--- src/rtl/rxring_pkg.sv ---
package rxring_pkg;

  typedef enum logic [2:0] {
    ST_IDLE,
    ST_RECV,
    ST_MON,
    ST_DROP,
    ST_HDR
  } ringState_t;

  // strobes from the control FSM to the datapath
  typedef struct packed {
    logic       frameStart;
    logic       byteWr;
    logic       frameEnd;
    logic       ovf;
    logic       missInc;
    logic       hdrWr;
    logic [1:0] hdrIdx;
    logic       commit;
  } ringStrobe_t;

  localparam int HDR_BYTES   = 4;
  localparam int BCAST_BYTES = 6;
  localparam int LEN_W       = 16;
  localparam logic [7:0] STATUS_MISSED = 8'h10;

endpackage

--- src/rtl/rxring_ctl.sv ---
module rxring_ctl
  import rxring_pkg::*;
(
  input  logic        clk,
  input  logic        rstN,
  input  logic        rxValid,
  input  logic        rxSof,
  input  logic        rxEof,
  input  logic        cfgSaveErr,
  input  logic        cfgAcceptRunt,
  input  logic        cfgAcceptBcast,
  input  logic        cfgMonitor,
  input  logic        hitBoundary,
  input  logic        isRunt,
  input  logic        isBcast,
  input  logic        hasErr,
  output logic        inIdle,
  output ringStrobe_t strobe
);

  ringState_t state, stateNext;
  logic [1:0] hdrIdx;
  logic       keepNow;
  logic       startNormal;
  logic       dataByte;

  assign keepNow = (!isRunt || cfgAcceptRunt) && (!hasErr || cfgSaveErr) &&
                   (!isBcast || cfgAcceptBcast);
  assign inIdle      = (state == ST_IDLE);
  assign startNormal = inIdle && rxValid && rxSof && !cfgMonitor;
  assign dataByte    = startNormal || ((state == ST_RECV) && rxValid);

  always_comb begin
    strobe        = '0;
    strobe.hdrIdx = hdrIdx;
    stateNext     = state;
    if (inIdle && rxValid && rxSof) strobe.frameStart = 1'b1;
    if (dataByte) begin
      if (hitBoundary) begin
        strobe.ovf = 1'b1;
        stateNext  = rxEof ? ST_IDLE : ST_DROP;
      end else begin
        strobe.byteWr = 1'b1;
        if (rxEof) begin
          strobe.frameEnd = 1'b1;
          stateNext       = keepNow ? ST_HDR : ST_IDLE;
        end else begin
          stateNext = ST_RECV;
        end
      end
    end else begin
      case (state)
        ST_IDLE: if (rxValid && rxSof) begin
          if (rxEof) begin
            strobe.frameEnd = 1'b1;
            strobe.missInc  = 1'b1;
          end else begin
            stateNext = ST_MON;
          end
        end
        ST_MON: if (rxValid && rxEof) begin
          strobe.frameEnd = 1'b1;
          strobe.missInc  = 1'b1;
          stateNext       = ST_IDLE;
        end
        ST_DROP: if (rxValid && rxEof) stateNext = ST_IDLE;
        ST_HDR: begin
          strobe.hdrWr = 1'b1;
          if (hdrIdx == 2'd3) begin
            strobe.commit = 1'b1;
            stateNext     = ST_IDLE;
          end
        end
        default: ;
      endcase
    end
  end

  always_ff @(posedge clk) begin
    if (!rstN) begin
      state  <= ST_IDLE;
      hdrIdx <= '0;
    end else begin
      state  <= stateNext;
      hdrIdx <= (state == ST_HDR) ? hdrIdx + 2'd1 : 2'd0;
    end
  end

  // the header is written as an unbroken burst of four cycles
  p_hdr_burst_r3: assert property (@(posedge clk) disable iff (!rstN)
    (state == ST_HDR && hdrIdx != 2'd3) |=> (state == ST_HDR));

endmodule

--- src/rtl/rxring_dp.sv ---
module rxring_dp
  import rxring_pkg::*;
#(
  parameter int PAGE_W    = 8,
  parameter int OFF_W     = 8,
  parameter int CNT_W     = 8,
  parameter int MIN_FRAME = 64
) (
  input  logic                     clk,
  input  logic                     rstN,
  input  logic [7:0]               rxData,
  input  logic                     rxCrcErr,
  input  logic                     rxAlignErr,
  input  logic [PAGE_W-1:0]        pageStart,
  input  logic [PAGE_W-1:0]        pageStop,
  input  logic [PAGE_W-1:0]        boundary,
  input  logic                     cfgMonitor,
  input  ringStrobe_t              strobe,
  input  logic                     inIdle,
  output logic                     hitBoundary,
  output logic                     isRunt,
  output logic                     isBcast,
  output logic                     hasErr,
  output logic                     memWe,
  output logic [PAGE_W+OFF_W-1:0]  memAddr,
  output logic [7:0]               memData,
  output logic [PAGE_W-1:0]        currPage,
  output logic [7:0]               rxStatus,
  output logic                     pktRcvd,
  output logic                     rxErrPulse,
  output logic                     ovwWarn,
  output logic [CNT_W-1:0]         missedCount
);

  localparam int ADDR_W = PAGE_W + OFF_W;

  logic [PAGE_W-1:0] wrPage, pageNow, pageAfter, nextPage;
  logic [OFF_W-1:0]  wrOff, offNow;
  logic [LEN_W-1:0]  frameLen, lenNow, lenReg;
  logic              bcastRun, prefixSoFar, prefixNow, groupBit, groupNow;
  logic [7:0]        hdrByte;

  function automatic logic [PAGE_W-1:0] stepPage(input logic [PAGE_W-1:0] p,
                                                 input logic [PAGE_W-1:0] first,
                                                 input logic [PAGE_W-1:0] limit);
    logic [PAGE_W-1:0] inc;
    inc = p + 1'b1;
    return (inc == limit) ? first : inc;
  endfunction

  // position of the byte presented this cycle
  assign pageNow   = inIdle ? currPage : wrPage;
  assign offNow    = inIdle ? OFF_W'(HDR_BYTES) : wrOff;
  assign pageAfter = stepPage(pageNow, pageStart, pageStop);
  assign lenNow    = inIdle ? LEN_W'(1) : frameLen + LEN_W'(1);

  // classification of the frame up to and including this byte
  assign prefixSoFar = inIdle ? 1'b1 : bcastRun;
  assign prefixNow   = prefixSoFar && ((lenNow > LEN_W'(BCAST_BYTES)) || (rxData == 8'hFF));
  assign isBcast     = prefixNow && (lenNow >= LEN_W'(BCAST_BYTES));
  assign groupNow    = inIdle ? rxData[0] : groupBit;
  assign isRunt      = lenNow < LEN_W'(MIN_FRAME);
  assign hasErr      = rxCrcErr | rxAlignErr;
  assign hitBoundary = (pageNow == boundary);

  always_comb begin
    case (strobe.hdrIdx)
      2'd0:    hdrByte = rxStatus;
      2'd1:    hdrByte = 8'(nextPage);
      2'd2:    hdrByte = lenReg[7:0];
      default: hdrByte = lenReg[15:8];
    endcase
  end

  always_ff @(posedge clk) begin
    if (!rstN) begin
      currPage    <= pageStart;
      wrPage      <= pageStart;
      wrOff       <= '0;
      frameLen    <= '0;
      lenReg      <= '0;
      nextPage    <= pageStart;
      bcastRun    <= 1'b0;
      groupBit    <= 1'b0;
      rxStatus    <= '0;
      memWe       <= 1'b0;
      memAddr     <= '0;
      memData     <= '0;
      pktRcvd     <= 1'b0;
      rxErrPulse  <= 1'b0;
      ovwWarn     <= 1'b0;
      missedCount <= '0;
    end else begin
      if (strobe.frameStart || strobe.byteWr) begin
        frameLen <= lenNow;
        bcastRun <= prefixNow;
        groupBit <= groupNow;
      end
      if (strobe.byteWr) begin
        wrOff  <= offNow + 1'b1;
        wrPage <= (&offNow) ? pageAfter : pageNow;
      end
      if (strobe.frameEnd) begin
        lenReg   <= lenNow;
        nextPage <= pageAfter;
        rxStatus <= {1'b0, cfgMonitor, groupNow, 1'b0, 1'b0, rxAlignErr, rxCrcErr, !hasErr};
      end else if (strobe.ovf) begin
        rxStatus <= STATUS_MISSED;
      end
      memWe <= strobe.byteWr | strobe.hdrWr;
      if (strobe.byteWr) begin
        memAddr <= {pageNow, offNow};
        memData <= rxData;
      end else if (strobe.hdrWr) begin
        memAddr <= {currPage, OFF_W'(strobe.hdrIdx)};
        memData <= hdrByte;
      end
      if (strobe.commit) currPage <= nextPage;
      if ((strobe.ovf || strobe.missInc) && !(&missedCount))
        missedCount <= missedCount + 1'b1;
      pktRcvd    <= strobe.commit;
      rxErrPulse <= strobe.ovf | (strobe.frameEnd & hasErr);
      ovwWarn    <= strobe.ovf;
    end
  end

  // no write lands in the page the host still owns
  p_no_boundary_write_r10: assert property (@(posedge clk) disable iff (!rstN)
    (memWe && $stable(boundary)) |-> (memAddr[ADDR_W-1:OFF_W] != boundary));

  // every blocked overwrite is counted as missed
  p_ovw_counts_r10: assert property (@(posedge clk) disable iff (!rstN)
    ovwWarn |-> ((missedCount != $past(missedCount)) || (&missedCount)));

  // the current page stays inside the ring
  p_curr_in_ring_r5: assert property (@(posedge clk) disable iff (!rstN)
    (pageStart < pageStop) |-> (currPage >= pageStart && currPage < pageStop));

  // the stored pulse coincides with the last header byte write
  p_commit_hdr_r4: assert property (@(posedge clk) disable iff (!rstN)
    pktRcvd |-> (memWe && memAddr[OFF_W-1:0] == OFF_W'(3)));

endmodule

--- src/rtl/rx_ring_writer.sv ---
module rx_ring_writer
  import rxring_pkg::*;
#(
  parameter int PAGE_W    = 8,
  parameter int OFF_W     = 8,
  parameter int CNT_W     = 8,
  parameter int MIN_FRAME = 64
) (
  input  logic                    clk,
  input  logic                    rstN,
  input  logic                    rxValid,
  input  logic [7:0]              rxData,
  input  logic                    rxSof,
  input  logic                    rxEof,
  input  logic                    rxCrcErr,
  input  logic                    rxAlignErr,
  input  logic [PAGE_W-1:0]       pageStart,
  input  logic [PAGE_W-1:0]       pageStop,
  input  logic [PAGE_W-1:0]       boundary,
  input  logic                    cfgSaveErr,
  input  logic                    cfgAcceptRunt,
  input  logic                    cfgAcceptBcast,
  input  logic                    cfgMonitor,
  output logic                    memWe,
  output logic [PAGE_W+OFF_W-1:0] memAddr,
  output logic [7:0]              memData,
  output logic [PAGE_W-1:0]       currPage,
  output logic [7:0]              rxStatus,
  output logic                    pktRcvd,
  output logic                    rxErrPulse,
  output logic                    ovwWarn,
  output logic [CNT_W-1:0]        missedCount
);

  ringStrobe_t strobe;
  logic        inIdle, hitBoundary, isRunt, isBcast, hasErr;

  rxring_ctl u_ctl (
    .clk           (clk),
    .rstN          (rstN),
    .rxValid       (rxValid),
    .rxSof         (rxSof),
    .rxEof         (rxEof),
    .cfgSaveErr    (cfgSaveErr),
    .cfgAcceptRunt (cfgAcceptRunt),
    .cfgAcceptBcast(cfgAcceptBcast),
    .cfgMonitor    (cfgMonitor),
    .hitBoundary   (hitBoundary),
    .isRunt        (isRunt),
    .isBcast       (isBcast),
    .hasErr        (hasErr),
    .inIdle        (inIdle),
    .strobe        (strobe)
  );

  rxring_dp #(
    .PAGE_W   (PAGE_W),
    .OFF_W    (OFF_W),
    .CNT_W    (CNT_W),
    .MIN_FRAME(MIN_FRAME)
  ) u_dp (
    .clk        (clk),
    .rstN       (rstN),
    .rxData     (rxData),
    .rxCrcErr   (rxCrcErr),
    .rxAlignErr (rxAlignErr),
    .pageStart  (pageStart),
    .pageStop   (pageStop),
    .boundary   (boundary),
    .cfgMonitor (cfgMonitor),
    .strobe     (strobe),
    .inIdle     (inIdle),
    .hitBoundary(hitBoundary),
    .isRunt     (isRunt),
    .isBcast    (isBcast),
    .hasErr     (hasErr),
    .memWe      (memWe),
    .memAddr    (memAddr),
    .memData    (memData),
    .currPage   (currPage),
    .rxStatus   (rxStatus),
    .pktRcvd    (pktRcvd),
    .rxErrPulse (rxErrPulse),
    .ovwWarn    (ovwWarn),
    .missedCount(missedCount)
  );

endmodule

--- config.mk ---
export PLATFORM = sky130hd
export DESIGN_NAME = rx_ring_writer
export DESIGN_NICKNAME = d
export VERILOG_FILES = /design/src/rtl/rxring_pkg.sv /design/src/rtl/rxring_ctl.sv /design/src/rtl/rxring_dp.sv /design/src/rtl/rx_ring_writer.sv
export SDC_FILE = /design/constraint.sdc
export NUM_CORES = 1
export LEC_CHECK = 0
export ABC_AREA = 1
export BUFFER_PORTS_ARGS = -buffer_cell sky130_fd_sc_hd__buf_2
export CORE_ASPECT_RATIO = 1.4
export CORE_UTILIZATION = 55
export CTS_BUF_LIST = sky130_fd_sc_hd__clkbuf_2 sky130_fd_sc_hd__clkbuf_4 sky130_fd_sc_hd__clkbuf_8
export CTS_CLUSTER_DIAMETER = 50
export DETAILED_ROUTE_END_ITERATION = 6
export PLACE_DENSITY = 0.77
export SYNTH_ARGS = -nofsm -noshare
export SYNTH_HDL_FRONTEND = slang
export SYNTH_SLANG_ARGS = --single-unit
--- constraint.sdc ---
create_clock -name clk -period 4.9 [get_ports clk]
set_input_delay 1.225 -clock clk [delete_from_list [all_inputs] [get_ports clk]]
set_output_delay 1.225 -clock clk [all_outputs]
set_load 0.005 [all_outputs]
==> qor.yml, run 1 <==
synth_top_cell_area_share: 0.283
track_usage: 0.300
drive_gt1_frac: 0.176
final.min_clock_period_ps: 3450
post-route-period-util: 0.703
drcViolationCount: 0
area_growth_pct: 13.6
num-fill-cells: 1018
num_rows: 45
antenna_found_initial: 0
via_per_inst: 5.57
p_seq_frac: 0.353
yosys-top-cells-area: "dfxtp_1 (28%), nand2_1 (15%), edfxtp_1 (11%)"
wirelength_mm: 17.4
maxCapViolCount: 0
portBuffers: 92
gp_congestion: 0.978
cts_root_buf: "clkbuf_8"
cts.sinks: 113
max_freq_mhz: 290
hold_violations: 0
die_w_um: 92.4
yosysSeqAreaShare: 0.398
core_sq_um: 11000
rsz0062_at_grt: "false"
hold_buffers: 0
clkLatencyLatePin_ps: 440
worstSetupPathType: "register to register"
pin_count: 95
finalNetCount: 1006
grt-ovfl-total: 0
synth_top_area_cell: "dfxtp_1"
setup_violations: 0
cts_tree: "yes"
end_kind: "register"
dpl_worst_slack_ps: 1290
yosysMostFrequentCell: "nand2_1"
power_mw: 3.41
ys_seq_elements: 113
fin_setup_tns_ps: 0
path_clk_slew_ps: 60
start_util: 0.573
yosysWarnings: 0
vdd_drop_max_uv: 238
p_comb_frac: 0.373
avgSynthCellArea_sq_um: 7.18
cp.arrival_ps: 3550
postCtsSetupBuffers: 0
antenna_left: 0
cts-resized-gates: 0
drt-wirelength-per-cell_um: 15.7
critPathMaxFanout: 41
fin_util: 0.651
maxSlewHeadroom: 0.290
num_antenna_cells: 0
fin_ws_ps: 1450
grt_max_degree: 55
critPathRequiredTime_ps: 5000
hpwl_mm: 12.9
firstDrtPassIters: 7
p_per_area_nw_per_um2: 477
drt-initial-drc-count: 401
hp-class: "register to register"
run_status: "complete, no violations"
grt_pass1_vias: 5665
drv_slew: 0
die_h_um: 129
intPower_mw: 2.06
htree_levels: 4
crit_path_start_kind: "register"
synth_common_cells: "nand2_1 (254), dfxtp_1 (89), a21oi_1 (81)"
dr_total_vias: 6176
grt_pass1_wl_mm: 27.5
total_switching_power_mw: 1.35
cts_max_path_buffers: 2
syn_area_sq_um: 6290
worst_pin_slew_ps: 1060
cts_made_buffers: 17
leakage_nw: 3.16
p_clk_frac: 0.274
die_area_sq_um: 11900
synth_edf_count: 24
ys.flop_type: "dfxtp_1"
swShare: 0.397
synth_cell_type_count: 49
ys_async_sr_fraction: 0
finClkSkew_ps: 13.0
syn_inst: 876
==> worst paths after layout <==
kind | start | end | slack [ps] | cells after the start
worst max-delay path | u_ctl.state[1] | u_dp.nextPage[7] | 1450 | 13
worst min-delay path | u_dp.memAddr[4] | u_dp.memAddr[4] | 460 | 2
worst max register to register | u_ctl.state[1] | u_dp.nextPage[7] | 1450 | 13
worst min register to register | u_dp.memAddr[4] | u_dp.memAddr[4] | 460 | 2
==> placed cells by master, fill, tap and decap left out, drive strengths merged, types with 2 or more instances in the layout <==
cell    instances
nand2         271
buf            95
dfxtp          89
a21oi          81
nor2           77
nand3          73
inv            72
o21ai          58
edfxtp         24
clkbuf         20
xor2           16
nand4          16
a31oi          11
nor3            9
o211ai          8
ha              8
clkinv          8
o22ai           6
bufinv          4
xnor2           3
o21bai          3
a211oi          3
or2             3
a22oi           2
conb            2
nor3b           2
==> layer usage <==
metal | up-vias | GRT usage | wire [um]
met5 | - | 0 | 0
met4 | 0 | 0.145 | 652
met3 | 51 | 0.0597 | 1070
met2 | 250 | 0.529 | 8830
met1 | 2792 | 0.345 | 6860
li1 | 3083 | - | -
==> worst max-delay path, cell delays in order (launching register included) <==
cell and delay (ps):
dfxtp_1 350, inv_1 300, nand2_4 380, o21ai_2 450
xor2_1 120, nand2_1 90, nor2_2 50, nand2_2 90
nand2_4 140, inv_4 320, nand2_8 100, nand2_4 290
inv_2 130, nand2_1 300
==> stage by stage <==
stage | hold slack [ps] | std cells | area (sq um)
final | 458 | 1109 | 7150
after global routing | 484 | 1109 | 7150
after CTS | 459 | 1109 | 7150
after detailed placement | 450 | 1077 | 6730
after global placement | 447 | 1077 | 6730
after floorplan | 433 | 877 | 6290
==> registers in the layout (all words and copies together), names as in the netlist, 2 cells and up <==
name,cells
u_dp.rxStatus,6
u_ctl.state,3
u_dp.frameLen,16
u_dp.currPage,8
u_dp.missedCount,8
u_dp.wrPage,8
u_dp.memAddr,16
u_dp.lenReg,16
u_dp.memData,8
u_ctl.hdrIdx,2
u_dp.wrOff,8
u_dp.nextPage,8
==> cell type report <==
cell class	count	area (sq um)	share of cell area
Multi-Input combinational cell	656	3290	0.460
Sequential cell	113	2500	0.350
Timing Repair Buffer	95	483	0.0676
Inverter	72	273	0.0382
Clock buffer	20	256	0.0359
Tap cell	141	176	0.0247
Clock inverter	12	165	0.0231
==> power by group through the flow <==
stage / registers, mW / clock network [mW] / logic [mW]
2_1_floorplan: 1.19 / 0 / 1.00
6_report: 1.20 / 0.935 / 1.27
4_1_cts: 1.20 / 0.942 / 1.26
3_3_place_gp: 1.22 / 0 / 1.23
3_5_place_dp: 1.22 / 0 / 1.25
5_1_grt: 1.22 / 0.989 / 1.41
==> kinds of logic (layout without fill, tap and decap cells) <==
kind of cell | Yosys count | after routing | synth area share
XOR/XNOR | 19 | 19 | 0.0265
flip-flops | 113 | 113 | 0.398
adder cells (fa/ha/maj) | 8 | 8 | 0.0159
other | 1 | 2 | 0.000596
buffers and inverters | 108 | 199 | 0.0805
AO/OA/AOI/OAI | 175 | 175 | 0.157
AND/OR/NAND/NOR | 452 | 452 | 0.322
(Power assumes the default switching activity.)
==> run 2, diff against run 1 <==
==> constraint.sdc (replaced) <==
create_clock -name clk -period 3.5 [get_ports clk]
set_input_delay 0.875 -clock clk [delete_from_list [all_inputs] [get_ports clk]]
set_output_delay 0.875 -clock clk [all_outputs]
set_load 0.005 [all_outputs]
==> qor.yml, run 2 (synthesis results as in run 1) <==
fin_util: 0.657
hold_violations: 0
num_rows: 45
cts.sinks: 113
cts_made_buffers: 17
track_usage: 0.309
num_antenna_cells: 0
cpMaxStageDelayCell: "nand2_4"
drt-wirelength-per-cell_um: 16.1
p_clk_frac: 0.278
cpMostUsedCell: "nand2_1"
drive_gt1_frac: 0.184
gp_congestion: 0.942
drv_slew: 0
p_comb_frac: 0.372
dr_total_vias: 6308
p_seq_frac: 0.350
total_switching_power_mw: 1.93
grt_pass1_wl_mm: 28.1
critical_path.top_delay_family: "simple AND/OR/NAND/NOR gates"
maxCapViolCount: 0
grt_pass1_vias: 5725
cts-resized-gates: 0
htree_levels: 4
fin_setup_tns_ps: 0
hp-class: "register to register"
clkLatencyLatePin_ps: 450
hold_buffers: 0
p_per_area_nw_per_um2: 669
drt-initial-drc-count: 562
antenna_left: 0
top_regs: "u_dp.frameLen (16), u_dp.lenReg (16), u_dp.memAddr (16)"
via_per_inst: 5.65
path_clk_slew_ps: 70
maxSlewHeadroom: 0.643
max_freq_mhz: 308
cp.arrival_ps: 3370
die_area_sq_um: 11900
slowest_delay_ps: 470
grt-ovfl-total: 0
end_kind: "register"
pin_count: 95
postCtsSetupBuffers: 0
cts_tree: "yes"
drcViolationCount: 0
worstSetupPathType: "register to register"
firstDrtPassIters: 5
post-route-period-util: 0.929
cts_max_path_buffers: 2
critPathBufInv: 3
run_status: "complete, no violations"
vdd_drop_max_uv: 400
final.min_clock_period_ps: 3250
setup_violations: 0
finalNetCount: 1014
rsz0062_at_grt: "false"
critPathRequiredTime_ps: 3620
final_cell_mix: "nand2_1 (254), buf_2 (92), dfxtp_1 (89)"
intPower_mw: 2.89
leakage_nw: 3.19
wirelength_mm: 18.0
portBuffers: 92
cts_root_buf: "clkbuf_8"
core_sq_um: 11000
swShare: 0.401
start_util: 0.573
finClkSkew_ps: 10.5
crit_path_start_kind: "register"
critPathMaxFanout: 41
die_h_um: 129
worst_pin_slew_ps: 536
antenna_found_initial: 0
area_growth_pct: 14.7
die_w_um: 92.4
crit_path_cell_trace: "inv_1 -> nand2_4 -> nand2_1 -> nand2_1 -> xor2_1 -> nand2_1 -> nor2_2 -> nand2_2 -> nand2_4 -> inv_4 -> nand2_8 -> nand2_4 -> inv_2 -> nand2_1"
grt_max_degree: 42
hpwl_mm: 13.5
final_common_cell: "nand2_1"
run 2: worst reg2reg max path, delay by kind of cell (launching register included):
kind                      cells  cell delay [ps]
buffers and inverters         3              500
DFF                           1              380
and+or+nand+nor              10             1840
xor gates and xnor gates      1              190
run 2: final cells by class:
cell class                 instances  area [sq um]
tap                              141           176
inverter                          72           273
fill                            1029          3760
sequential                       113          2500
timing repair buffer             103           543
multi-input combinational        656          3290
clock buffer                      18           241
clock inverter                    14           189
run 2: stage by stage:
stage / area (sq um) / hold slack [ps] / setup WS (ps) / cells / power [mW]
final: 7220 / 461 / 249 / 1117 / 4.82
after global routing: 7220 / 490 / 18.2 / 1117 / 5.10
after CTS: 7220 / 465 / 293 / 1117 / 4.81
after detailed placement: 6790 / 454 / 316 / 1085 / 3.47
after global placement: 6790 / 449 / 338 / 1085 / 3.46
after floorplan: 6290 / 433 / 881 / 877 / 3.07
run 2: metal layers:
| metal | vias to the layer above | routed length [um] | part of all wire | track usage |
|---|---|---|---|---|
| met5 | - | 0 | 0 | 0 |
| met4 | 0 | 856 | 0.048 | 0.178 |
| met3 | 57 | 1050 | 0.059 | 0.0573 |
| met2 | 243 | 9120 | 0.51 | 0.536 |
| met1 | 2910 | 6940 | 0.39 | 0.354 |
| li1 | 3098 | - | - | - |
run 2: power by group through the flow:
stage                     combinational, mW  clock (mW)  sequential (mW)
final                                  1.80        1.34             1.69
after global routing                   1.99        1.41             1.70
after CTS                              1.78        1.35             1.68
after detailed placement               1.76           0             1.71
after global placement                 1.75           0             1.71
after floorplan                        1.40           0             1.67
run 2: worst paths after layout:
kind                                      start               end  slack [ps]  depth (start not counted)
worst max-delay path             u_ctl.state[1]  u_dp.nextPage[5]         250                         14
worst min-delay path            u_dp.memAddr[2]   u_dp.memAddr[2]         460                          2
worst max register to register   u_ctl.state[1]  u_dp.nextPage[5]         250                         14
worst min register to register  u_dp.memAddr[2]   u_dp.memAddr[2]         460                          2
